`config.mk`:
```
export PLATFORM = sky130hd
export DESIGN_NAME = flow_hash_unit
export DESIGN_NICKNAME = d
export VERILOG_FILES = /design/src/rtl/fhash_pkg.sv /design/src/rtl/fhash_ctrl.sv /design/src/rtl/fhash_datapath.sv /design/src/rtl/flow_hash_unit.sv
export SDC_FILE = /design/constraint.sdc
export NUM_CORES = 1
export LEC_CHECK = 0
export ABC_AREA = 1
export BUFFER_PORTS_ARGS = -buffer_cell sky130_fd_sc_hd__buf_4
export CAP_MARGIN = 30
export CORE_MARGIN = 3
export CORE_UTILIZATION = 51
export CTS_BUF_LIST = sky130_fd_sc_hd__clkbuf_8 sky130_fd_sc_hd__clkbuf_16
export DETAILED_ROUTE_END_ITERATION = 7
export PLACE_DENSITY = 0.91
export SETUP_SLACK_MARGIN = 0.4
export SYNTH_ARGS = -nofsm -noshare
export SYNTH_HDL_FRONTEND = slang
export SYNTH_SLANG_ARGS = --single-unit
```
`constraint.sdc`:
```
create_clock -name clk -period 1.3 [get_ports clk]
set_input_delay 0.065 -clock clk [delete_from_list [all_inputs] [get_ports clk]]
set_output_delay 0.065 -clock clk [all_outputs]
set_load 0.005 [all_outputs]
```
`src/rtl/fhash_pkg.sv`:
```
package fhash_pkg;
  // Strobes from the handshake control to the datapath stages
  typedef struct packed {
    logic loadMix;   // capture the mixed word into stage 1
    logic loadFold;  // capture the folded index into stage 2
  } stage_strobe_t;
endpackage

```
`src/rtl/fhash_ctrl.sv`:
```
module fhash_ctrl
  import fhash_pkg::*;
(
  input  logic          clk,
  input  logic          rstN,
  input  logic          inValid,
  output logic          inReady,
  input  logic          outReady,
  output logic          outValid,
  output stage_strobe_t strobe
);
  logic stage1Full;
  logic stage2Full;
  logic advance1;
  logic advance2;

  // A stage may move when the stage after it is free or is draining this cycle
  always_comb begin
    advance2        = !stage2Full || outReady;
    advance1        = !stage1Full || advance2;
    strobe.loadMix  = advance1 && inValid;
    strobe.loadFold = advance2 && stage1Full;
  end

  always_ff @(posedge clk or negedge rstN) begin
    if (!rstN) begin
      stage1Full <= 1'b0;
      stage2Full <= 1'b0;
    end else begin
      if (advance1) stage1Full <= inValid;
      if (advance2) stage2Full <= stage1Full;
    end
  end

  assign inReady  = advance1;
  assign outValid = stage2Full;

  // a result can only appear one cycle after stage 1 held a tuple
  a_r6_fill_order: assert property (@(posedge clk) disable iff (!rstN)
    $rose(outValid) |-> $past(stage1Full));
endmodule

```
`src/rtl/fhash_datapath.sv`:
```
module fhash_datapath
  import fhash_pkg::*;
#(
  parameter int ADDR_W     = 32,
  parameter int PORT_W     = 16,
  parameter int ROT_AMT    = 8,
  parameter int FOLD_SHIFT = 16,
  parameter int FOLD_KEEP  = 20,
  parameter int IDX_W      = 11,
  localparam int OUT_W     = IDX_W + 1
) (
  input  logic              clk,
  input  logic              rstN,
  input  stage_strobe_t     strobe,
  input  logic [ADDR_W-1:0] srcAddr,
  input  logic [ADDR_W-1:0] dstAddr,
  input  logic [PORT_W-1:0] srcPort,
  input  logic [PORT_W-1:0] dstPort,
  output logic [OUT_W-1:0]  outIndex
);
  localparam logic [ADDR_W-1:0] KEEP_MASK = ADDR_W'((64'(1) << FOLD_KEEP) - 64'(1));

  logic [ADDR_W-1:0] portWord;
  logic [ADDR_W-1:0] selWord;
  logic [ADDR_W-1:0] rotWord;
  logic [ADDR_W-1:0] mixNext;
  logic [ADDR_W-1:0] mixReg;
  logic [IDX_W-1:0]  foldLow;
  logic [OUT_W-1:0]  idxReg;

  // Stage 1: port-driven select, rotate, four-way xor
  always_comb begin
    portWord = {srcPort, dstPort};
    selWord  = (portWord & dstAddr) | (~portWord & srcAddr);
    rotWord  = {selWord[ADDR_W-ROT_AMT-1:0], selWord[ADDR_W-1:ADDR_W-ROT_AMT]};
    mixNext  = portWord ^ dstAddr ^ srcAddr ^ rotWord;
  end

  always_ff @(posedge clk or negedge rstN) begin
    if (!rstN)               mixReg <= '0;
    else if (strobe.loadMix) mixReg <= mixNext;
  end

  // Stage 2: fold the upper half onto the low field, keep IDX_W bits, double
  always_comb begin
    foldLow = IDX_W'(mixReg >> FOLD_SHIFT) ^ IDX_W'(mixReg & KEEP_MASK);
  end

  always_ff @(posedge clk or negedge rstN) begin
    if (!rstN)                idxReg <= '0;
    else if (strobe.loadFold) idxReg <= {foldLow, 1'b0};
  end

  assign outIndex = idxReg;

  // the index register only changes when stage 2 loads
  a_r5_idx_quiet: assert property (@(posedge clk) disable iff (!rstN)
    !strobe.loadFold |=> $stable(outIndex));
endmodule

```
`src/rtl/flow_hash_unit.sv`:
```
module flow_hash_unit
  import fhash_pkg::*;
#(
  parameter int ADDR_W     = 32,
  parameter int PORT_W     = 16,
  parameter int IDX_W      = 11,
  localparam int OUT_W     = IDX_W + 1
) (
  input  logic              clk,
  input  logic              rstN,
  input  logic              inValid,
  output logic              inReady,
  input  logic [ADDR_W-1:0] srcAddr,
  input  logic [ADDR_W-1:0] dstAddr,
  input  logic [PORT_W-1:0] srcPort,
  input  logic [PORT_W-1:0] dstPort,
  output logic              outValid,
  input  logic              outReady,
  output logic [OUT_W-1:0]  outIndex
);
  stage_strobe_t strobe;

  fhash_ctrl uCtrl (
    .clk      (clk),
    .rstN     (rstN),
    .inValid  (inValid),
    .inReady  (inReady),
    .outReady (outReady),
    .outValid (outValid),
    .strobe   (strobe)
  );

  fhash_datapath #(
    .ADDR_W     (ADDR_W),
    .PORT_W     (PORT_W),
    .ROT_AMT    (8),
    .FOLD_SHIFT (16),
    .FOLD_KEEP  (20),
    .IDX_W      (IDX_W)
  ) uPath (
    .clk      (clk),
    .rstN     (rstN),
    .strobe   (strobe),
    .srcAddr  (srcAddr),
    .dstAddr  (dstAddr),
    .srcPort  (srcPort),
    .dstPort  (dstPort),
    .outIndex (outIndex)
  );

  // a stalled result is frozen
  a_r8_hold_stall: assert property (@(posedge clk) disable iff (!rstN)
    outValid && !outReady |=> outValid && $stable(outIndex));

  // a result is only withdrawn after it was taken
  a_r8_no_drop: assert property (@(posedge clk) disable iff (!rstN)
    $fell(outValid) |-> $past(outReady));

  // an empty output never blocks the input
  a_r9_ready_empty: assert property (@(posedge clk) disable iff (!rstN)
    !outValid |-> inReady);

  // a ready consumer keeps the input open every cycle
  a_r7_full_rate: assert property (@(posedge clk) disable iff (!rstN)
    outReady |-> inReady);
endmodule

```
Word level (Yosys, flattened, before mapping)
Index checks and enable logic that the tools add are counted.

storage, ports and cells
  register bits after elaboration = 40
  bits in latches = 0
  bits in writable memories = 0
  memory bits (read-only) = 0
  input bits = 100
  output and inout port bits = 14
  word-level logic and storage cells = 18
  memories = 0

operators by class
  add/subtract/negate cells = 0
  multiply operators = 0
  divide/modulo/power cells = 0
  order comparisons = 0
  equality and inequality tests = 0
  shift operators = 0
  muxes and demuxes = 0
  bitwise operators = 8
  reduce and logical (&&, ||, !) cells = 6

operator list
  cell               number
  $xor 27x27->27     3
  $and 32x32->32     2
  $not 32->32        1
  $or 32x32->32      1
  $xor 11x11->11     1
  $logic_and 1x1->1  2
  $logic_not 1->1    2
  $logic_or 1x1->1   2

Logic depth before layout (Yosys ltp)
Gate-level depths: netlist of the first run.

  word-level depth = 4
  mapped depth = 8

Cells and area by module
A second synthesis of the first run with hierarchy kept.

unflattened totals
  cell total of the unflattened synthesis = 466
  area total of the unflattened synthesis = 2,697.6 sq um

by module, submodules not included
  module          instances  cells each  area an instance (sq um)  seq. area each (sq um)
  fhash_datapath  1          454         2,602.5                   825.8
  fhash_ctrl      1          12          95.1                      50.0

Least setup slack after synthesis of the first run
OpenSTA, ideal clock, no wires.

  path kind = flip-flop to flip-flop
  start = register uCtrl.stage2Full, in the netlist uCtrl.outValid
  end = register uPath.mixReg[0]
  setup time = 117 ps
  arrival time = 938 ps
  required time = 1,183 ps
  slack = 245 ps
  stages on the path, launching flop included = 7
  path buffers = 1
  clock period less this slack = 1,055 ps
  path through = dfrtp_1 -> nand3_2 -> nand2_4 -> inv_2 -> buf_6 -> nand3_2 -> nand2_1

on the way
  cells in the longest elaborated chain, start to end = 4

RTL lines
  element                 line                  text
  start, declared         fhash_ctrl.sv:13      logic stage2Full;
  start signal, assigned  fhash_ctrl.sv:31      if (advance2) stage2Full <= stage1Full;
  $logic_not 1->1         fhash_ctrl.sv:19      advance2 = !stage2Full || outReady;
  $logic_or 1x1->1        fhash_ctrl.sv:19
  $logic_or 1x1->1        fhash_ctrl.sv:20      advance1 = !stage1Full || advance2;
  via inReady             flow_hash_unit.sv:12  output logic inReady,
  $logic_and 1x1->1       fhash_ctrl.sv:21      strobe.loadMix = advance1 && inValid;
  end signal, assigned    fhash_datapath.sv:41  else if (strobe.loadMix) mixReg <= mixNext;
  end, declared           fhash_datapath.sv:27  logic [ADDR_W-1:0] mixReg;

The timed path passes the listed nets, and every way through them passes these cells.
A chain may end at the register's enable or synchronous reset.

Worst setup path in the final report of the first run
  start = register uCtrl.stage2Full, in the netlist uCtrl.outValid
  end = register uPath.mixReg[17]

on the way
  cells in the longest elaborated chain, start to end = 4

RTL lines
  element            line
  $logic_not 1->1    fhash_ctrl.sv:19
  $logic_or 1x1->1   fhash_ctrl.sv:19
  $logic_or 1x1->1   fhash_ctrl.sv:20
  $logic_and 1x1->1  fhash_ctrl.sv:21

Every way passes these cells.

==> out/results.ini, run 1 <==
[run_status]
status = complete, no violations

[floorplanning]
initial_utilization_pct = 54.8
die_area_um2 = 7150
coreArea_um2 = 5740
die_w_um = 84.6
fp-row-count = 27
io_pins = 114
die_y_um = 84.6

[yosys]
ys_types = 18
synth.ff_latch_count = 35
synth_enable_flop_cells = 0
synth_common_cells = nand2_1, nand3_1, inv_1, dfrtp_1, nor2_1
yosysWarnings = 0
async_flop_share_pct = 100
synth_ff_type = dfrtp_1
synth.area.top_cells = dfrtp_1, nand2_1, nand3_1
yosysMostFrequentCell = nand2_1
yosysSeqAreaShare_pct = 27.8
syn_avg_cell_area_um2 = 5.90
synth_largest_area_cell = dfrtp_1
synth_top_area_share_pct = 27.8
mappedNetlistNets = 634
netlist_instances = 534
netlist_area_um2 = 3150

[placed_design]
dp_hpwl_mm = 6.53
port_buffers = 112
gp_congestion = 0.754

[layout]
nets = 761
n_antenna_cell = 0
utilization_pct = 75.8
drive_gt1_share_pct = 26.4
area_growth_pct = 38.3

[drt]
wl_per_cell_um = 12.0
wirelength_mm = 8.81
routed-via-count = 3795
first_pass_iters = 5
drt_iter0_drc = 192
viasPerCell = 5.17
drc = 0
antenna_left = 0

[timing]
holdWs_ps = 91.4
drv_slew = 0
fin_skew_ps = 3.13
fmax_mhz = 890
fin_tns_setup_ps = 0
hold_viol = 0
fin_crit_sh_pct = 86.4
finalSetupViolations = 0
period_needed_ps = 1120
rsz0062_at_grt = true

[setup_path]
worstSetupStartpointType = flop
endpoint_kind = flop
path_buf_inv = 1
crit_path_max_fanout = 12
cp_data_required_time_ps = 1480
critPathTopFamily = flip-flops
crit_chain = nand3_4, nand2_8, buf_6, nand2_1, nand2_1
critPathMostFrequentCell = nand2_1
cpPeakStageDelay_ps = 460
r2r_end = uPath.mixReg[17]
reg2reg_from = uCtrl.outValid
r2r_setup_slack_ps = 180
worstRegToRegCells = 5
criticalPathCategory = flop to flop
slowest_stage = dfrtp_2
cp.arrival_ps = 1300

[clock_network]
cts_sinks = 35
cts_made_buffers = 5
insertion_delay_ps = 290
clockBufferDepth = 2
cts_tree = built
cts.clk_slew.worst_paths_ps = 70
cts-root-buf = clkbuf_8
htree_levels = 2

[power_and_ir_drop]
p_leak_nw = 2.57
cellPowerDensity_nw_per_um2 = 1000
peakVddDrop_uv = 570

[global_route]
grt_pass1_vias = 3347
gr-usage-all-layers_pct = 22.3
overflow = 0
grt_max_degree = 36
grt_pass1_wl_mm = 13.5
antenna_found_initial = 0

[min_path]
hold_path_end = uCtrl.outValid
hp-start = outReady
hold_path_class = input pin to flop
min_path_cells = 4

[job]
maxCapViolCount = 0

cell families (layout without fill, tap and decap cells):
group                     after synthesis  in the layout  share of synthesized area, %
DFF                                    35             35                          27.8
xor gates and xnor gates               13             13                          3.62
buffers and inverters                  91            219                          11.8
AOI/OAI and AO/OA                      38             38                          6.16
other                                   1              1                         0.119
and+or+nand+nor                       356            356                          50.4
area by class of cell:
class | instances | area [µm²]
repair buffers | 126 | 978
inverters | 84 | 328
well taps | 72 | 90.1
clock buffers | 7 | 96.3
clock inverters | 1 | 3.75
fillers | 470 | 1390
multi-input cells | 408 | 1970
repair inverters | 1 | 8.76
flip-flops and latches | 35 | 877
sequential cells by signal, summed over array words and instances (netlist names):
register / flops
uPath.mixReg: 22
uCtrl.stage1Full: 1
uPath.outIndex: 11
uCtrl.outValid: 1
worst max path at each step:
stage | cells after the start | to | slack [ps] | startpoint
finish | 5 | uPath.mixReg[17] | 180 | uCtrl.outValid
global placement | 5 | uPath.mixReg[8] | 220 | uCtrl.outValid
detailed placement | 5 | uPath.mixReg[8] | 150 | uCtrl.outValid
CTS | 2 | inReady | 240 | uCtrl.outValid
global route | 5 | uPath.mixReg[17] | 140 | uCtrl.outValid
floorplan | 6 | uPath.mixReg[18] | 260 | uCtrl.outValid
worst register-to-register path: stages, from the launching register on:
cell,delay [ps]
dfrtp_2,460
nand3_4,160
nand2_8,100
buf_6,160
nand2_1,80
nand2_1,60
layer usage:
layer | track usage, % | share of wire (%)
met5 | 0 | 0
met4 | 4.17 | 1.6
met3 | 4.71 | 6.5
met2 | 43.4 | 53
met1 | 24.7 | 38
per-stage QoR:
stage	instances	area [µm²]	total power (W)	setup WS [ps]
2_1_floorplan	534	3180	0.00245	261
3_3_place_gp	715	4060	0.00310	224
3_5_place_dp	715	4060	0.00319	149
4_1_cts	727	4230	0.00411	239
5_1_grt	734	4350	0.00463	139
6_report	734	4350	0.00437	176
what timing repair did:
action / CTS / global route
pin swaps: 2 / 0
hold buffers: 1 / 0
setup buffers: 2 / 5
hold endpoints to repair: 35 / 0
endpoints found under the setup margin: 36 / 43
gates resized for setup: 12 / 19
cloned: 1 / 2
layout by cell type, fill, tap and decap left out, types with 2 or more instances in the layout:
master    synthesis  layout
nand3b_1          2       2
xor2_1            2       2
o21ai_0          16      16
buf_6             2       8
clkbuf_8          0       7
dfrtp_1          35      34
inv_1            81      82
a21oi_2           1       5
buf_4             4     117
nand3_2          21      20
xnor2_1          11      11
inv_2             3       2
a21oi_1          21      16
nand3_1          84      84
nor2_1           25      15
nor2_2            0       9
nand2_1         223     223
power by group:
group,internal [W],switching [W],total [W]
combinational,0.000981,0.000930,0.00191
clock,0.000475,0.000374,0.000850
sequential,0.00137,0.000234,0.00161
total,0.00283,0.00154,0.00437
Power figures use the tool's default switching activity.
==> run 2, diff against run 1 <==
--- a/config.mk
+++ b/config.mk
@@ -9,10 +9,10 @@
 export BUFFER_PORTS_ARGS = -buffer_cell sky130_fd_sc_hd__buf_4
 export CAP_MARGIN = 30
 export CORE_MARGIN = 3
-export CORE_UTILIZATION = 51
+export CORE_UTILIZATION = 55
 export CTS_BUF_LIST = sky130_fd_sc_hd__clkbuf_8 sky130_fd_sc_hd__clkbuf_16
 export DETAILED_ROUTE_END_ITERATION = 7
-export PLACE_DENSITY = 0.91
+export PLACE_DENSITY = 0.95
 export SETUP_SLACK_MARGIN = 0.4
 export SYNTH_ARGS = -nofsm -noshare
 export SYNTH_HDL_FRONTEND = slang
==> constraint.sdc (replaced) <==
create_clock -name clk -period 1.4 [get_ports clk]
set_input_delay 0.07 -clock clk [delete_from_list [all_inputs] [get_ports clk]]
set_output_delay 0.07 -clock clk [all_outputs]
set_load 0.005 [all_outputs]
==> run 2 against run 1 <==
Net effect:
- sequential share of layout area unchanged
- non-clock buffer count fell by 5
- critical endpoint is now uPath.mixReg[1]
- power shrank 9.9%
- first-iteration DRC count grew 53%
- critical path depth did not move
- routed wire length up 12%
- die area fell by 6.8%
- worst hold slack worse by 52 ps
- clock power is 9.4% lower
- highest routed layer unchanged
- global-route usage grew 6.6 points
- sequential power shrank 7%
==> out/results.ini, run 2 (synthesis gave the netlist of run 1 again) <==
[timing]
fmax_mhz = 871  ; -2.1%
hold_viol = 0  ; unchanged
period_needed_ps = 1150  ; +24.6 ps
fin_skew_ps = 7.09  ; +3.95 ps
drv_slew = 0  ; unchanged
finalSetupViolations = 0  ; unchanged
fin_tns_setup_ps = 0  ; unchanged
rsz0062_at_grt = true
fin_crit_sh_pct = 82.0  ; -4.4 points

[layout]
area_growth_pct = 38.3  ; unchanged
final_area_um2 = 4350  ; unchanged
final_common_cell = nand2_1
n_antenna_cell = 0  ; unchanged
utilization_pct = 82.1  ; +6.3 points
stdcell_count = 728  ; -0.82%
regMostFlops = uPath.mixReg
drive_gt1_share_pct = 26.3  ; -0.14 points
nets = 757  ; -0.53%
largest_reg_flops = 22  ; unchanged
mostFrequentLayoutCells = nand2_1, buf_4, nand3_1

[placed_design]
placed_cells = 712  ; -0.42%
port_buffers = 112  ; unchanged
placed_cell_area_um2 = 4040  ; -0.43%
dp_hpwl_mm = 6.73  ; +3.1%
gp_congestion = 0.822  ; +9.1%

[drt]
wl_met2_mm = 5.04  ; +7.0%
first_pass_iters = 5  ; unchanged
routed-via-count = 3954  ; +4.2%
wl_met3_um = 677  ; +19%
antenna_left = 0  ; unchanged
drc = 0  ; unchanged
viasPerCell = 5.43  ; +5.0%
wl_per_cell_um = 13.5  ; +13%
drt_iter0_drc = 294  ; +53%
top_layer = met4
drt-met1-wl_mm = 3.70  ; +9.1%
wirelength_mm = 9.86  ; +12%

[run_status]
status = complete, no violations

[clock_network]
insertion_delay_ps = 310  ; +20 ps
cts_tree = built
cts.clk_slew.worst_paths_ps = 80  ; about the same
htree_levels = 2  ; unchanged
clockBufferDepth = 2  ; unchanged
cts_made_buffers = 5  ; unchanged
cts_sinks = 35  ; unchanged
cts-root-buf = clkbuf_8

[power_and_ir_drop]
netSwitchingFraction_pct = 37.9  ; +2.7 points
combPwrFrac_pct = 42.3  ; -1.4 points
p_switching_w = 0.00149  ; -2.9%
p_int_w = 0.00244  ; -14%
p_leak_nw = 2.56  ; -0.37%
pwr-share-clk_pct = 19.6  ; +0.2 points
cellPowerDensity_nw_per_um2 = 904  ; -9.9%
seq_power_share_pct = 38.1  ; +1.3 points
peakVddDrop_uv = 498  ; -13%

[setup_path]
slowest_stage = dfrtp_2
crit_chain = nand3_4, nand2_8, buf_12, nand2_1, nand2_1
critPathMostFrequentCell = nand2_1
worstSetupStartpointType = flop
path_buf_inv = 1  ; unchanged
critPathTopFamily = flip-flops
criticalPathCategory = flop to flop
cpPeakStageDelay_ps = 450  ; about the same
cp.arrival_ps = 1330  ; +30 ps
endpoint_kind = flop
cp_data_required_time_ps = 1580  ; +100 ps
crit_path_max_fanout = 15  ; +3

[global_route]
overflow = 0  ; unchanged
gr-usage-all-layers_pct = 28.9  ; +6.6 points
antenna_found_initial = 0  ; unchanged
grt_pass1_vias = 3686  ; +10%
grt_max_degree = 36  ; unchanged
grt_pass1_wl_mm = 15.1  ; +12%

[floorplanning]
die_area_um2 = 6670  ; -6.8%
coreArea_um2 = 5300  ; -7.7%
die_y_um = 81.7  ; -3.4%
io_pins = 114  ; unchanged
fp-row-count = 26  ; -3.7%
die_w_um = 81.7  ; -3.4%
initial_utilization_pct = 59.4  ; +4.6 points

[min_path]
hold_path_class = input pin to flop

[job]
maxCapViolCount = 0  ; unchanged

[run 2: layout make-up]
| class | count | area (µm²) |
|---|---|---|
| well taps | 70 | 87.6 |
| clock inverters | 3 | 25.0 |
| flip-flops and latches | 35 | 877 |
| fillers | 338 | 948 |
| clock buffers | 5 | 68.8 |
| multi-input cells | 408 | 1980 |
| repair inverters | 2 | 22.5 |
| inverters | 84 | 328 |
| repair buffers | 121 | 963 |
[run 2: layer usage]
metal	up-vias	global-route usage [%]
met3	46	5.70
li1	1923	-
met1	1775	30.1
met2	210	53.8
met5	-	0
met4	0	16.3
[run 2: worst paths after layout]
kind	end	cells after the start	startpoint	slack (ps)
min in group asynchronous	uPath.mixReg[25]	2	rstN	260
worst max register to register	uPath.mixReg[1]	5	uCtrl.outValid	250
worst max-delay path	uPath.mixReg[1]	5	uCtrl.outValid	250
worst min register to register	uPath.mixReg[21]	2	uPath.mixReg[21]	510
max in group asynchronous	uCtrl.outValid	2	rstN	800
worst min-delay path	uCtrl.outValid	4	outReady	40
[run 2: worst reg2reg max path, cell delays in order (launching register included)]
cell and delay (ps):
dfrtp_2 450, nand3_4 120, nand2_8 120, buf_12 170, nand2_1 80, nand2_1 80
[run 2: power by group through the flow]
| stage | registers, W | clock network (W) | logic [W] |
|---|---|---|---|
| finish | 0.00150 | 0.000770 | 0.00166 |
| global route | 0.00152 | 0.000803 | 0.00183 |
| CTS | 0.00147 | 0.000756 | 0.00157 |
| detailed placement | 0.00148 | 0 | 0.00146 |
| global placement | 0.00147 | 0 | 0.00139 |
| floorplan | 0.00145 | 0 | 0.000801 |
[run 2: per-stage QoR]
stage / total power (W) / setup WS, ps / hold WS [ps]
detailed placement: 0.00294 / 201 / 42.0
floorplan: 0.00225 / 357 / -226
finish: 0.00394 / 252 / 39.6
global placement: 0.00285 / 275 / 35.8
CTS: 0.00380 / 304 / 43.5
global route: 0.00416 / 235 / 64.1
[run 2: timing repair]
item,4_1_cts,5_1_grt
resized for setup,21,13
hold buffers,1,0
gates cloned,2,0
pin swaps,8,6
endpoints found under the setup margin,33,36
buffers inserted,5,0
hold endpoints to repair,35,0
